<file path="config.mk">
export PLATFORM = sky130hd
export DESIGN_NAME = ind_dma_engine
export DESIGN_NICKNAME = d
export VERILOG_FILES = /design/src/rtl/ind_dma_pkg.sv /design/src/rtl/ind_dma_regs.sv /design/src/rtl/ind_dma_lane.sv /design/src/rtl/ind_dma_seq.sv /design/src/rtl/ind_dma_engine.sv
export SDC_FILE = /design/constraint.sdc
export NUM_CORES = 1
export LEC_CHECK = 0
export ABC_AREA = 1
export CAP_MARGIN = 20
export CELL_PAD_IN_SITES_DETAIL_PLACEMENT = 1
export CELL_PAD_IN_SITES_GLOBAL_PLACEMENT = 1
export CORE_AREA = 4 4 177 136
export DETAILED_ROUTE_END_ITERATION = 7
export DIE_AREA = 0 0 181 140
export DONT_BUFFER_PORTS = 1
export GPL_ROUTABILITY_DRIVEN = 1
export PLACE_DENSITY = 0.87
export SYNTH_ARGS = -nofsm -noshare
export SYNTH_HDL_FRONTEND = slang
export SYNTH_SLANG_ARGS = --single-unit
export TNS_END_PERCENT = 30
</file>
<file path="constraint.sdc">
create_clock -name clk_i -period 2.7 [get_ports clk_i]
set_clock_uncertainty 0.2 [all_clocks]
set_input_delay 0 -clock clk_i [delete_from_list [all_inputs] [get_ports clk_i]]
set_output_delay 0 -clock clk_i [all_outputs]
set_load 0.01 [all_outputs]
</file>
<file path="src/rtl/ind_dma_pkg.sv">
package ind_dma_pkg;

  typedef enum logic [1:0] {
    UNIT_BYTE  = 2'd0,
    UNIT_WORD  = 2'd1,
    UNIT_BLK16 = 2'd2,
    UNIT_RSVD  = 2'd3
  } unit_e;

  typedef struct packed {
    logic  dst_inc;
    unit_e unit;
    logic  ind_en;
  } ctrl_t;

  localparam int CTRL_W = $bits(ctrl_t);

  typedef enum logic [1:0] {
    SEL_SRC  = 2'd0,
    SEL_DST  = 2'd1,
    SEL_CNT  = 2'd2,
    SEL_CTRL = 2'd3
  } reg_sel_e;

  typedef enum logic [1:0] {
    PH_IDLE = 2'd0,
    PH_PTR  = 2'd1,
    PH_RD   = 2'd2,
    PH_WR   = 2'd3
  } phase_e;

  // only this channel index may run pointer-based transfers
  localparam int IND_CHAN = 3;

endpackage

</file>
<file path="src/rtl/ind_dma_regs.sv">
module ind_dma_regs
  import ind_dma_pkg::*;
#(
  parameter int AW    = 32,
  parameter int CNT_W = 16
) (
  input  logic             clk_i,
  input  logic             rst_ni,
  input  logic             we_i,
  input  logic [1:0]       sel_i,
  input  logic [AW-1:0]    wdata_i,
  input  logic             lock_i,
  input  logic             adv_i,
  input  logic [AW-1:0]    src_step_i,
  input  logic [AW-1:0]    dst_step_i,
  output logic [AW-1:0]    src_o,
  output logic [AW-1:0]    dst_o,
  output logic [CNT_W-1:0] cnt_o,
  output ctrl_t            ctrl_o
);

  logic [AW-1:0]    src_q, dst_q;
  logic [CNT_W-1:0] cnt_q;
  ctrl_t            ctrl_q;

  always_ff @(posedge clk_i or negedge rst_ni) begin
    if (!rst_ni) begin
      src_q  <= '0;
      dst_q  <= '0;
      cnt_q  <= '0;
      ctrl_q <= '0;
    end else if (adv_i) begin
      src_q <= src_q + src_step_i;
      dst_q <= dst_q + dst_step_i;
      cnt_q <= cnt_q - CNT_W'(1);
    end else if (we_i && !lock_i) begin
      unique case (reg_sel_e'(sel_i))
        SEL_SRC:  src_q  <= wdata_i;
        SEL_DST:  dst_q  <= wdata_i;
        SEL_CNT:  cnt_q  <= wdata_i[CNT_W-1:0];
        SEL_CTRL: ctrl_q <= ctrl_t'(wdata_i[CTRL_W-1:0]);
        default:  ;
      endcase
    end
  end

  assign src_o  = src_q;
  assign dst_o  = dst_q;
  assign cnt_o  = cnt_q;
  assign ctrl_o = ctrl_q;

endmodule

</file>
<file path="src/rtl/ind_dma_lane.sv">
module ind_dma_lane #(
  parameter int DW = 16,
  parameter int LB = 1
) (
  input  logic            word_i,
  input  logic [LB-1:0]   lsb_i,
  input  logic [DW-1:0]   rdata_i,
  input  logic [DW-1:0]   data_i,
  output logic [DW/8-1:0] be_o,
  output logic [DW-1:0]   cap_o,
  output logic [DW-1:0]   wdata_o
);

  localparam int NB = DW / 8;

  logic [7:0] sel_byte;

  always_comb begin
    sel_byte = rdata_i[8*int'(lsb_i) +: 8];
    if (word_i) begin
      be_o  = '1;
      cap_o = rdata_i;
    end else begin
      be_o  = NB'(1) << lsb_i;
      cap_o = DW'(sel_byte);
    end
  end

  for (genvar g = 0; g < NB; g++) begin : g_lane
    assign wdata_o[8*g +: 8] = word_i ? data_i[8*g +: 8] : data_i[7:0];
  end

endmodule

</file>
<file path="src/rtl/ind_dma_seq.sv">
module ind_dma_seq
  import ind_dma_pkg::*;
#(
  parameter int AW      = 32,
  parameter int DW      = 16,
  parameter int CNT_W   = 16,
  parameter int CHAN_ID = 3,
  parameter int LB      = 1
) (
  input  logic             clk_i,
  input  logic             rst_ni,
  input  logic             start_i,
  input  ctrl_t            ctrl_i,
  input  logic [AW-1:0]    src_i,
  input  logic [AW-1:0]    dst_i,
  input  logic [CNT_W-1:0] cnt_i,
  input  logic             ready_i,
  input  logic [DW-1:0]    rdata_i,
  input  logic [DW-1:0]    cap_i,
  output logic [AW-1:0]    addr_o,
  output logic             rd_o,
  output logic             wr_o,
  output logic             ack_o,
  output logic             word_o,
  output logic [DW-1:0]    data_o,
  output logic             adv_o,
  output logic [AW-1:0]    src_step_o,
  output logic [AW-1:0]    dst_step_o,
  output logic             busy_o,
  output logic             done_o,
  output logic             err_o
);

  localparam int NB        = DW / 8;
  localparam int PTR_BEATS = AW / DW;
  localparam int BW        = (PTR_BEATS > 1) ? $clog2(PTR_BEATS) : 1;
  localparam int PTR_BYTES = AW / 8;
  localparam logic [BW-1:0] LAST_BEAT = BW'(PTR_BEATS - 1);
  localparam bit IND_OK = (CHAN_ID == IND_CHAN);

  phase_e        ph_q;
  logic [BW-1:0] beat_q;
  logic [AW-1:0] ptr_q;
  logic [DW-1:0] data_q;
  logic          err_q, done_q;

  logic          ind_eff, word, unit_bad, mis_start, bad_start, ptr_odd, last_xfer;
  logic [AW-1:0] ptr_next, size_bytes, beat_off;
  phase_e        first_ph;

  always_comb begin
    ind_eff    = IND_OK && ctrl_i.ind_en;
    word       = (ctrl_i.unit == UNIT_WORD);
    unit_bad   = (ctrl_i.unit == UNIT_BLK16) || (ctrl_i.unit == UNIT_RSVD);
    size_bytes = word ? AW'(NB) : AW'(1);
    mis_start  = (word && (dst_i[LB-1:0] != '0)) ||
                 ((ind_eff || word) && (src_i[LB-1:0] != '0));
    bad_start  = unit_bad || mis_start;
    ptr_next   = {ptr_q[AW-DW-1:0], rdata_i};
    ptr_odd    = word && (ptr_next[LB-1:0] != '0);
    last_xfer  = (cnt_i == CNT_W'(1));
    first_ph   = ind_eff ? PH_PTR : PH_RD;
    beat_off   = AW'(beat_q) << LB;
  end

  always_comb begin
    unique case (ph_q)
      PH_PTR:  addr_o = src_i + beat_off;
      PH_RD:   addr_o = ind_eff ? ptr_q : src_i;
      PH_WR:   addr_o = dst_i;
      default: addr_o = '0;
    endcase
  end

  assign rd_o       = (ph_q == PH_PTR) || (ph_q == PH_RD);
  assign wr_o       = (ph_q == PH_WR);
  assign ack_o      = (ph_q == PH_RD) || (ph_q == PH_WR);
  assign adv_o      = (ph_q == PH_WR) && ready_i;
  assign src_step_o = ind_eff ? AW'(PTR_BYTES) : size_bytes;
  assign dst_step_o = ctrl_i.dst_inc ? size_bytes : '0;
  assign word_o     = word;
  assign data_o     = data_q;
  assign busy_o     = (ph_q != PH_IDLE);
  assign done_o     = done_q;
  assign err_o      = err_q;

  always_ff @(posedge clk_i or negedge rst_ni) begin
    if (!rst_ni) begin
      ph_q   <= PH_IDLE;
      beat_q <= '0;
      ptr_q  <= '0;
      data_q <= '0;
      err_q  <= 1'b0;
      done_q <= 1'b0;
    end else begin
      done_q <= 1'b0;
      unique case (ph_q)
        PH_IDLE: begin
          if (start_i) begin
            err_q <= bad_start;
            if (!bad_start) begin
              if (cnt_i == '0) begin
                done_q <= 1'b1;
              end else begin
                ph_q   <= first_ph;
                beat_q <= '0;
              end
            end
          end
        end
        PH_PTR: begin
          if (ready_i) begin
            ptr_q <= ptr_next;
            if (beat_q == LAST_BEAT) begin
              if (ptr_odd) begin
                err_q <= 1'b1;
                ph_q  <= PH_IDLE;
              end else begin
                ph_q <= PH_RD;
              end
            end else begin
              beat_q <= beat_q + BW'(1);
            end
          end
        end
        PH_RD: begin
          if (ready_i) begin
            data_q <= cap_i;
            ph_q   <= PH_WR;
          end
        end
        PH_WR: begin
          if (ready_i) begin
            if (last_xfer) begin
              done_q <= 1'b1;
              ph_q   <= PH_IDLE;
            end else begin
              ph_q   <= first_ph;
              beat_q <= '0;
            end
          end
        end
        default: ph_q <= PH_IDLE;
      endcase
    end
  end

endmodule

</file>
<file path="src/rtl/ind_dma_engine.sv">
module ind_dma_engine
  import ind_dma_pkg::*;
#(
  parameter int AW      = 32,
  parameter int DW      = 16,
  parameter int CNT_W   = 16,
  parameter int CHAN_ID = 3
) (
  input  logic            clk_i,
  input  logic            rst_ni,
  input  logic            reg_we_i,
  input  logic [1:0]      reg_sel_i,
  input  logic [AW-1:0]   reg_wdata_i,
  input  logic            start_i,
  output logic            busy_o,
  output logic            done_o,
  output logic            err_o,
  output logic [AW-1:0]   bus_addr_o,
  output logic            bus_rd_o,
  output logic            bus_wr_o,
  output logic            bus_cs_o,
  output logic [DW/8-1:0] bus_be_o,
  output logic [DW-1:0]   bus_wdata_o,
  input  logic [DW-1:0]   bus_rdata_i,
  input  logic            bus_ready_i,
  output logic            dack_o
);

  localparam int NB = DW / 8;
  localparam int LB = (NB > 1) ? $clog2(NB) : 1;

  logic [AW-1:0]    src, dst, src_step, dst_step;
  logic [CNT_W-1:0] cnt;
  ctrl_t            ctrl;
  logic             adv, busy, word;
  logic             rd, wr, ack;
  logic [DW-1:0]    data, cap;
  logic [AW-1:0]    addr;

  ind_dma_regs #(.AW(AW), .CNT_W(CNT_W)) u_regs (
    .clk_i      (clk_i),
    .rst_ni     (rst_ni),
    .we_i       (reg_we_i),
    .sel_i      (reg_sel_i),
    .wdata_i    (reg_wdata_i),
    .lock_i     (busy),
    .adv_i      (adv),
    .src_step_i (src_step),
    .dst_step_i (dst_step),
    .src_o      (src),
    .dst_o      (dst),
    .cnt_o      (cnt),
    .ctrl_o     (ctrl)
  );

  ind_dma_seq #(
    .AW(AW), .DW(DW), .CNT_W(CNT_W), .CHAN_ID(CHAN_ID), .LB(LB)
  ) u_seq (
    .clk_i      (clk_i),
    .rst_ni     (rst_ni),
    .start_i    (start_i),
    .ctrl_i     (ctrl),
    .src_i      (src),
    .dst_i      (dst),
    .cnt_i      (cnt),
    .ready_i    (bus_ready_i),
    .rdata_i    (bus_rdata_i),
    .cap_i      (cap),
    .addr_o     (addr),
    .rd_o       (rd),
    .wr_o       (wr),
    .ack_o      (ack),
    .word_o     (word),
    .data_o     (data),
    .adv_o      (adv),
    .src_step_o (src_step),
    .dst_step_o (dst_step),
    .busy_o     (busy),
    .done_o     (done_o),
    .err_o      (err_o)
  );

  ind_dma_lane #(.DW(DW), .LB(LB)) u_lane (
    .word_i  (word),
    .lsb_i   (addr[LB-1:0]),
    .rdata_i (bus_rdata_i),
    .data_i  (data),
    .be_o    (bus_be_o),
    .cap_o   (cap),
    .wdata_o (bus_wdata_o)
  );

  assign bus_addr_o = addr;
  assign bus_rd_o   = rd;
  assign bus_wr_o   = wr;
  assign bus_cs_o   = rd || wr;
  assign dack_o     = ack;
  assign busy_o     = busy;

endmodule

</file>
==> results.cfg, run 1 <==
[outcome]
status = complete, but fails checks
violations = negative hold slack

[setup_path]
max_stage_delay_ns = 0.56
path_cells = inv_1 -> ha_1 -> nand2_1 -> nor3_4 -> nand2_2 -> nor2_1 -> dlygate4sd3_1 -> a21oi_1
worst-path-buf-inv = 2
path_class = reg2reg
cp-end-kind = flip-flop
slowest_stage = dlygate4sd3_1
worst_setup_path_start_kind = flip-flop
crit_required_ns = 2.83
worstPathMaxFanout = 9
cp.arrival_ns = 2.81
crit_family = simple AND/OR/NAND/NOR gates

[route]
routed_wl_um = 45800
vias = 11982
detail_route.wl_per_cell_um = 23.5
drtIter0Drc = 1311
route.detailed.drc = 0
drtAntennaViolNets = 0
dr.pass1.iters = 7
post_drt_via_cell_ratio = 6.16

[sta]
fin_crit_sh_pct = 99.2
setup_viol_count_final = 0
fin_crit_ns = 2.68
slew_viol_final = 0
whs_ns = -0.941
relSlewSlack_pct = 54.7
worst_pin_slew_ns = 0.677
hold_violations = 137
rsz0062_at_grt = true
finalSetupTns_ns = 0
fmax_ghz = 0.373

[synthesis]
synth_area_um2 = 10100
ys.flop_type = dfrtp_1
ys_seq_area_share_pct = 33.8
synth-edff-count = 0
synth_most_common_cell = nand2_1
synth_cells = 1570
async_flop_share_pct = 100
yosysWarnings = 0
synth_cell_types = 45
synth_top_area_share_pct = 33.8
ys_top_cells_by_area = dfrtp_1, nand2_1, nand3_1
ys_seq_elements = 137
post_synth.cell_area_avg_um2 = 6.45
synth_common_cells = nand2_1, inv_1, nor2_1
syn_nets = 1644
yosysTopAreaCell = dfrtp_1

[grt]
grt_max_degree = 138
grt_use_total_pct = 35.1
overflow = 0
antenna_found_initial = 0
grt_pass1_vias = 11990
grt_first_pass_wirelength_um = 69800

[clocking]
clkTransAtPathRegs_ns = 0.07
cts_hold_buf = 58
insertion_delay_ns = 0.44
cts_buffer_depth = 2
cts_made_buffers = 17
tritoncts = built
clockRootBuffer = clkbuf_16
clock_sinks = 137
cts_max_level = 4

[final_layout]
post-route-util_pct = 53.0
layout.nets = 1707
regArea_um2 = 3430
drive_above_1_share_pct = 10.1
multi_input_area_um2 = 5770
syn_to_final_growth_pct = 17.9
nFillCells = 2969

[floorplan]
start_util_pct = 45.0
die_area_um2 = 25300
die_h_um = 140
rows = 48
coreArea_um2 = 22500
io_pins = 112
die_w_um = 181

[power_and_ir_drop]
internal_power_uw = 6730
p_clk_share_pct = 18.1
p_leak_uw = 0.00537
switching_share_pct = 51.5
vdd_ir_drop_max_uv = 989
p_sw_uw = 7150
p_per_area_nw_per_um2 = 1160
finalPower_uw = 13900
pwr-share-comb_pct = 49.6
seq_power_share_pct = 32.3

[run]
maxCapViolCount = 0

[place]
dp_hpwl_um = 31100
finalWeightedCongestion = 0.966
port_buffers = 0

[min_path]
min_path_type = in2async
==> power by group through the flow <==
| stage | Clock (µW) | Sequential [µW] | Combinational [µW] |
|---|---|---|---|
| 2_1_floorplan | 0 | 3730 | 4470 |
| 3_3_place_gp | 0 | 4300 | 5730 |
| 3_5_place_dp | 0 | 4350 | 6040 |
| 4_1_cts | 2500 | 4360 | 6360 |
| 5_1_grt | 2610 | 4560 | 7510 |
| 6_report | 2510 | 4480 | 6890 |
==> metal layers <==
metal  track usage, %  vias up  wire length [µm]
met5                0        -                 0
met4             15.1        0              2250
met3             8.64      163              4530
met2             54.5      682             20500
met1             46.9     5933             18600
li1                 -     5204                 -
==> logic make-up after synthesis <==
family / count (synthesis) / share of synthesized area (%)
AOI/OAI and AO/OA: 296 / 16.0
muxes: 5 / 0.556
adders and majority gates: 19 / 2.50
xor gates and xnor gates: 15 / 1.30
buffers and inverters: 254 / 10.4
DFF: 137 / 33.8
and+or+nand+nor: 844 / 35.4
==> layout make-up <==
type	instances	area share, %
Clock buffer	17	3.56
Inverter	187	5.97
Timing Repair Buffer	111	8.78
Tap cell	300	3.14
Sequential cell	137	28.8
Multi-Input combinational cell	1179	48.3
Clock inverter	14	1.46
Antenna cell	1	0.0210
==> placed cells by master (no fill, tap or decap), drive strengths merged <==
| cell | instances |
|---|---|
| xnor2 | 3 |
| mux2 | 5 |
| ha | 17 |
| a31oi | 14 |
| o21bai | 2 |
| nand3 | 139 |
| o31ai | 1 |
| o211ai | 15 |
| diode | 1 |
| dlygate4sd3 | 58 |
| or2 | 1 |
| clkinv | 5 |
| a22oi | 17 |
| o21a | 1 |
| fa | 2 |
| nor2 | 200 |
| clkbuf | 18 |
| bufinv | 3 |
| a211oi | 1 |
| inv | 188 |
| dfrtp | 137 |
| o221ai | 4 |
| nor3 | 6 |
| a21oi | 96 |
| xor2 | 12 |
| buf | 52 |
| nand2 | 478 |
| o21ai | 134 |
| clkinvlp | 5 |
| nand3b | 4 |
| nor3b | 3 |
| a21boi | 1 |
| o22ai | 9 |
| nor4 | 1 |
| a22o | 1 |
| nand4 | 12 |
==> worst paths after layout <==
kind	slack [ns]	to	depth (start not counted)	start
hold reg to reg	0.30	u_seq.ptr_q[3]	2	u_seq.ptr_q[3]
setup reg to reg	0.02	u_regs.cnt_o[4]	8	u_seq.ph_q[1]
max in group asynchronous	2.98	u_regs.ctrl_o[0]	0	rst_ni
hold / removal	-0.94	u_seq.ptr_q[29]	0	rst_ni
setup / recovery	0.02	u_regs.cnt_o[4]	8	u_seq.ph_q[1]
min in group clk_i	0.11	u_seq.ptr_q[3]	3	bus_rdata_i[3]
==> flip-flops by register name (all words and copies together) (netlist names) <==
register and cells:
u_regs.cnt_o 16, u_regs.ctrl_o 4, u_regs.dst_o 32, u_regs.src_o 32, u_seq.beat_q 1, u_seq.data_o 16, u_seq.done_o 1, u_seq.err_o 1
u_seq.ph_q 2, u_seq.ptr_q 32
==> stage by stage <==
stage	cell area (µm²)	worst slack [ns]	hold slack [ns]	cells
floorplan	10100	0.345	-0.496	1570
global placement	10500	0.191	-0.487	1845
detailed placement	10500	0.0431	-0.489	1845
CTS	11700	0.00846	-0.959	1936
global route	11900	-0.0586	-0.964	1945
finish	11900	0.0224	-0.941	1946
==> what timing repair did <==
action                                 in CTS  in global routing
endpoints found under the hold margin     261                137
gates resized for setup                    11                 34
setup endpoints to repair                  20                 83
setup buffers                               2                  9
pin swaps                                   0                  5
No activity file was read; power rests on OpenSTA's default activity.
==> inputs of run 2 (changes only) <==
==> constraint.sdc (replaced) <==
create_clock -name clk_i -period 2.8 [get_ports clk_i]
set_clock_uncertainty 0.2 [all_clocks]
set_input_delay 0 -clock clk_i [delete_from_list [all_inputs] [get_ports clk_i]]
set_output_delay 0 -clock clk_i [all_outputs]
set_load 0.01 [all_outputs]
==> run 2 against run 1 <==
Against the previous run:
- the flow finishes with violations (negative hold slack, negative setup slack)
- utilization shrank 0.49 points
- clock power shrank 5%
- wire length decreased by 1.8%
- first-iteration DRC count down 24%
- design area decreased by 0.92%
- global-route usage down 0.38 points
- combinational power shrank 7.0%
- critical path type is now reg2out
- highest routed layer unchanged
==> results.cfg, run 2 (same netlist as run 1, synthesis figures left out) <==
[outcome]
violations = negative hold slack, negative setup slack
status = complete, but fails checks

[grt]
grt_pass1_vias = 11901
antenna_found_initial = 1
overflow = 0
grt_first_pass_wirelength_um = 68900
grt_use_total_pct = 34.7
grt_max_degree = 138

[clocking]
clock_sinks = 137
cts_buffer_depth = 2
cts_max_level = 4
clkTransAtPathRegs_ns = 0.07
cts_hold_buf = 64
cts_made_buffers = 17
tritoncts = built
clockRootBuffer = clkbuf_16
insertion_delay_ns = 0.45

[power_and_ir_drop]
p_leak_uw = 0.00533
p_per_area_nw_per_um2 = 1110
vdd_ir_drop_max_uv = 782

[route]
routed_wl_um = 45000
drtIter0Drc = 1000
route.detailed.drc = 0
drtAntennaViolNets = 0
detail_route.wl_per_cell_um = 23.2
post_drt_via_cell_ratio = 6.00
dr.pass1.iters = 7
vias = 11653

[sta]
worst_pin_slew_ns = 0.665
setup_viol_count_final = 1
hold_violations = 137
whs_ns = -0.958
fin_crit_sh_pct = 102
slew_viol_final = 0
fmax_ghz = 0.352
finalSetupTns_ns = -0.0441
fin_crit_ns = 2.84
worst_slack_ns = -0.0441
rsz0062_at_grt = true
relSlewSlack_pct = 55.5

[final_layout]
layout_commonest_cell = nand2_1
drive_above_1_share_pct = 8.66
syn_to_final_growth_pct = 16.8
layout_common_cells = nand2_1, inv_1, nor2_1, nand3_1, dfrtp_1
post-route-util_pct = 52.5
nFillCells = 2987
layout.nets = 1702
layout.cells.non_filler = 1941

[floorplan]
rows = 48
die_area_um2 = 25300
io_pins = 112
coreArea_um2 = 22500
start_util_pct = 45.0
die_w_um = 181
die_h_um = 140

[place]
dp_hpwl_um = 30300
port_buffers = 0
finalWeightedCongestion = 0.967
dp_cells = 1838

[setup_path]
cp.arrival_ns = 2.64
path_class = reg2out
crit_required_ns = 2.60
cp-end-kind = output pin
worstPathMaxFanout = 6
worst_setup_path_start_kind = flip-flop

[run]
maxCapViolCount = 0

[min_path]
min_path_type = in2async
[run 2: cell type report]
type	instances	area [µm²]	share of cell area, %
clock inverters	14	173	1.46
diodes	1	2.50	0.0212
inverters	187	708	5.99
multi-input cells	1179	5730	48.5
repair buffers	106	980	8.28
clock buffers	17	425	3.60
flip-flops and latches	137	3430	29.0
well taps	300	375	3.17
[run 2: worst max-delay path, stage by stage, from the launching register on]
cell and delay (ns):
dfrtp_1 0.42, inv_1 0.15, ha_2 0.32, clkinvlp_4 0.26
buf_2 0.25, a21oi_1 0.19, o21ai_0 0.16, a31oi_1 0.27
buf_4 0.18
[run 2: routing by layer]
layer / wire, µm / up-vias / part of all wire, % / GRT usage, %
met3: 3820 / 103 / 8.5 / 6.96
met4: 1620 / 0 / 3.6 / 13.5
li1: - / 5187 / - / -
met5: 0 / - / 0 / 0
met1: 19200 / 5763 / 43 / 47.7
met2: 20300 / 600 / 45 / 54.2
[run 2: what timing repair did]
action / CTS / global route
pin swaps: 1 / 3
endpoints found under the hold margin: 259 / 137
gates cloned: 0 / 0
gates resized for setup: 5 / 23
buffers inserted: 0 / 7
setup endpoints to repair: 7 / 52
[run 2: metrics by stage]
| step | total power, µW | instance area [µm²] | worst slack, ns |
|---|---|---|---|
| 3_3_place_gp | 9600 | 10400 | 0.173 |
| 6_report | 13100 | 11800 | -0.0441 |
| 5_1_grt | 13800 | 11800 | -0.107 |
| 2_1_floorplan | 7900 | 10100 | 0.445 |
| 3_5_place_dp | 9910 | 10400 | 0.104 |
| 4_1_cts | 12500 | 11700 | 0.0204 |
[run 2: final timing paths]
path | startpoint | end | slack, ns | depth (start not counted)
worst max-delay path | u_seq.ph_q[0] | bus_addr_o[12] | -0.04 | 8
worst min-delay path | rst_ni | u_seq.data_o[15] | -0.96 | 0
worst max register to register | u_seq.ph_q[1] | u_regs.src_o[31] | 0.05 | 8
worst min register to register | u_seq.ptr_q[0] | u_seq.ptr_q[0] | 0.30 | 2
max in group asynchronous | rst_ni | u_regs.src_o[1] | 3.14 | 0
min in group clk_i | bus_rdata_i[1] | u_seq.ptr_q[1] | 0.10 | 3
[run 2: report_power, final]
part | switching [µW] | total [µW] | leakage [µW] | internal [µW]
Clock | 991 | 2390 | 0.000290 | 1400
Combinational | 4360 | 6410 | 0.00337 | 2050
Sequential | 1370 | 4270 | 0.00167 | 2900
Total | 6720 | 13100 | 0.00533 | 6360
==> inputs of run 3 (changes only) <==
--- a/config.mk
+++ b/config.mk
@@ -14,6 +14,7 @@
 export DIE_AREA = 0 0 181 140
 export DONT_BUFFER_PORTS = 1
 export GPL_ROUTABILITY_DRIVEN = 1
+export HOLD_SLACK_MARGIN = 0.08
 export PLACE_DENSITY = 0.87
 export SYNTH_ARGS = -nofsm -noshare
 export SYNTH_HDL_FRONTEND = slang
==> run 3 against run 2 <==
Against the previous run:
- first-iteration DRC count increased by 6.3%
- register-to-register slack got worse by 0.02 ns
- critical path depth unchanged
- via count increased by 0.17%
- cell count increased by 0.10%
- non-clock buffer count increased by 3
- fmax decreased by 2.7%
- clock-buffer cell count unchanged
- combinational power about the same
- the flow still finishes with violations (negative hold slack, negative setup slack)
==> results.cfg, run 3 (same netlist as run 1, synthesis figures left out) <==
[outcome]
status = complete, but fails checks
violations = negative hold slack, negative setup slack

[final_layout]
antenna_cells = 0
syn_to_final_growth_pct = 17.2
layout_common_cells = nand2_1, inv_1, nor2_1, nand3_1, dfrtp_1
layout.cells.non_filler = 1943
finalInstanceArea_um2 = 11900
layout_commonest_cell = nand2_1
layout.nets = 1705
drive_above_1_share_pct = 8.76

[floorplan]
coreArea_um2 = 22500
die_area_um2 = 25300
io_pins = 112
die_h_um = 140
rows = 48
start_util_pct = 45.0
die_w_um = 181

[clocking]
tritoncts = built
clock_sinks = 137
cts_max_level = 4
cts_made_buffers = 17
cts_buffer_depth = 2
cts_hold_buf = 68
insertion_delay_ns = 0.46
clkTransAtPathRegs_ns = 0.06
clockRootBuffer = clkbuf_16

[setup_path]
path_common_cell = a21oi_1
cp-end-kind = output pin
worstPathMaxFanout = 22
path_class = reg2out
crit_family = compound AO/OA/AOI/OAI gates
path_cells = inv_1 -> ha_1 -> buf_4 -> o21ai_0 -> a21oi_1 -> a21oi_1 -> a21oi_1 -> buf_4
reg2reg_depth = 9
cp.arrival_ns = 2.72
max_stage_delay_ns = 0.42
crit_required_ns = 2.60
slowest_stage = dfrtp_1
worst_setup_path_start_kind = flip-flop
worst-path-buf-inv = 3
cp_num_cells = 8

[route]
route.detailed.drc = 0
detail_route.wl_per_cell_um = 23.2
post_drt_via_cell_ratio = 6.01
routed_wl_um = 45000
dr.pass1.iters = 5
drtIter0Drc = 1063
vias = 11673
drtAntennaViolNets = 0

[grt]
grt_use_total_pct = 34.7
antenna_found_initial = 0
grt_max_degree = 138
grt_pass1_vias = 11988
grt_first_pass_wirelength_um = 68800
overflow = 0

[sta]
worst_pin_slew_ns = 0.644
rsz0062_at_grt = true
fmax_ghz = 0.342
whs_ns = -0.953
slew_viol_final = 0
fin_crit_ns = 2.92
fin_crit_sh_pct = 104
hold_violations = 137
relSlewSlack_pct = 56.9
worst_slack_ns = -0.123
setup_viol_count_final = 5

[min_path]
min_path_type = in2async

[place]
port_buffers = 0
finalWeightedCongestion = 0.967
dp_hpwl_um = 30300
dp_cells = 1838
dpl_cell_area_um2 = 10400

[run]
maxCapViolCount = 0

[power_and_ir_drop]
p_leak_uw = 0.00536
finalPower_uw = 13100
vdd_ir_drop_max_uv = 797
p_per_area_nw_per_um2 = 1100
-- run 3: cell types whose count changed in the layout (fill, tap and decap cells not counted), sizes merged --
| cell | before | now |
|---|---|---|
| buf | 42 | 41 |
| diode | 1 | 0 |
| dlygate4sd3 | 63 | 67 |
-- run 3: final cells by class --
cell class / count / area [µm²]
Inverter: 187 / 718
Clock buffer: 17 / 425
Timing Repair Buffer: 109 / 1010
Tap cell: 300 / 375
Sequential cell: 137 / 3430
Clock inverter: 14 / 173
Fill cell: 2989 / 10600
Multi-Input combinational cell: 1179 / 5740
-- run 3: metal layers --
| layer | vias to the layer above | global-route usage (%) | routed length [µm] |
|---|---|---|---|
| met5 | - | 0 | 0 |
| met4 | 0 | 15.0 | 1930 |
| met3 | 130 | 7.84 | 3760 |
| met2 | 599 | 53.7 | 20400 |
| met1 | 5758 | 47.0 | 19000 |
| li1 | 5186 | - | - |
-- run 3: final timing paths --
check | start | to | slack, ns
max in group asynchronous | rst_ni | u_regs.cnt_o[14] | 3.14
min in group clk_i | bus_rdata_i[1] | u_seq.ptr_q[1] | 0.10
worst max register to register | u_seq.ph_q[1] | u_regs.cnt_o[11] | 0.03
worst min-delay path | rst_ni | u_seq.ptr_q[13] | -0.95
worst min register to register | u_seq.ptr_q[11] | u_seq.ptr_q[11] | 0.29
worst max-delay path | u_seq.ph_q[0] | bus_addr_o[18] | -0.12
-- run 3: worst reg2reg max path, delay by kind of cell (launching register included) --
kind,cells,cell delay (ns)
and+or+nand+nor,4,0.57
buffers and inverters,3,0.93
AOI/OAI and AO/OA,1,0.22
adders and majority gates,1,0.27
DFF,1,0.43
-- run 3: metrics by stage --
stage          setup TNS, ns  worst slack (ns)  hold WS [ns]  utilization, %
6_report              -0.203            -0.123        -0.953            52.7
2_1_floorplan              0             0.445        -0.496               -
4_1_cts                    0           0.00807        -0.959            52.1
3_3_place_gp               0             0.173        -0.487            46.3
3_5_place_dp               0             0.104        -0.488            46.3
5_1_grt               -0.399            -0.103        -0.958            52.7
-- run 3: what timing repair did --
action,4_1_cts,5_1_grt
pin swaps,1,3
endpoints found under the hold margin,267,137
setup buffers,0,6
resized for setup,5,29
endpoints found under the setup margin,7,61
-- run 3: where the power goes --
part           internal, µW  total [µW]  switching [µW]
sequential             2900        4280            1380
clock                  1400        2400             997
combinational          2050        6410            4360
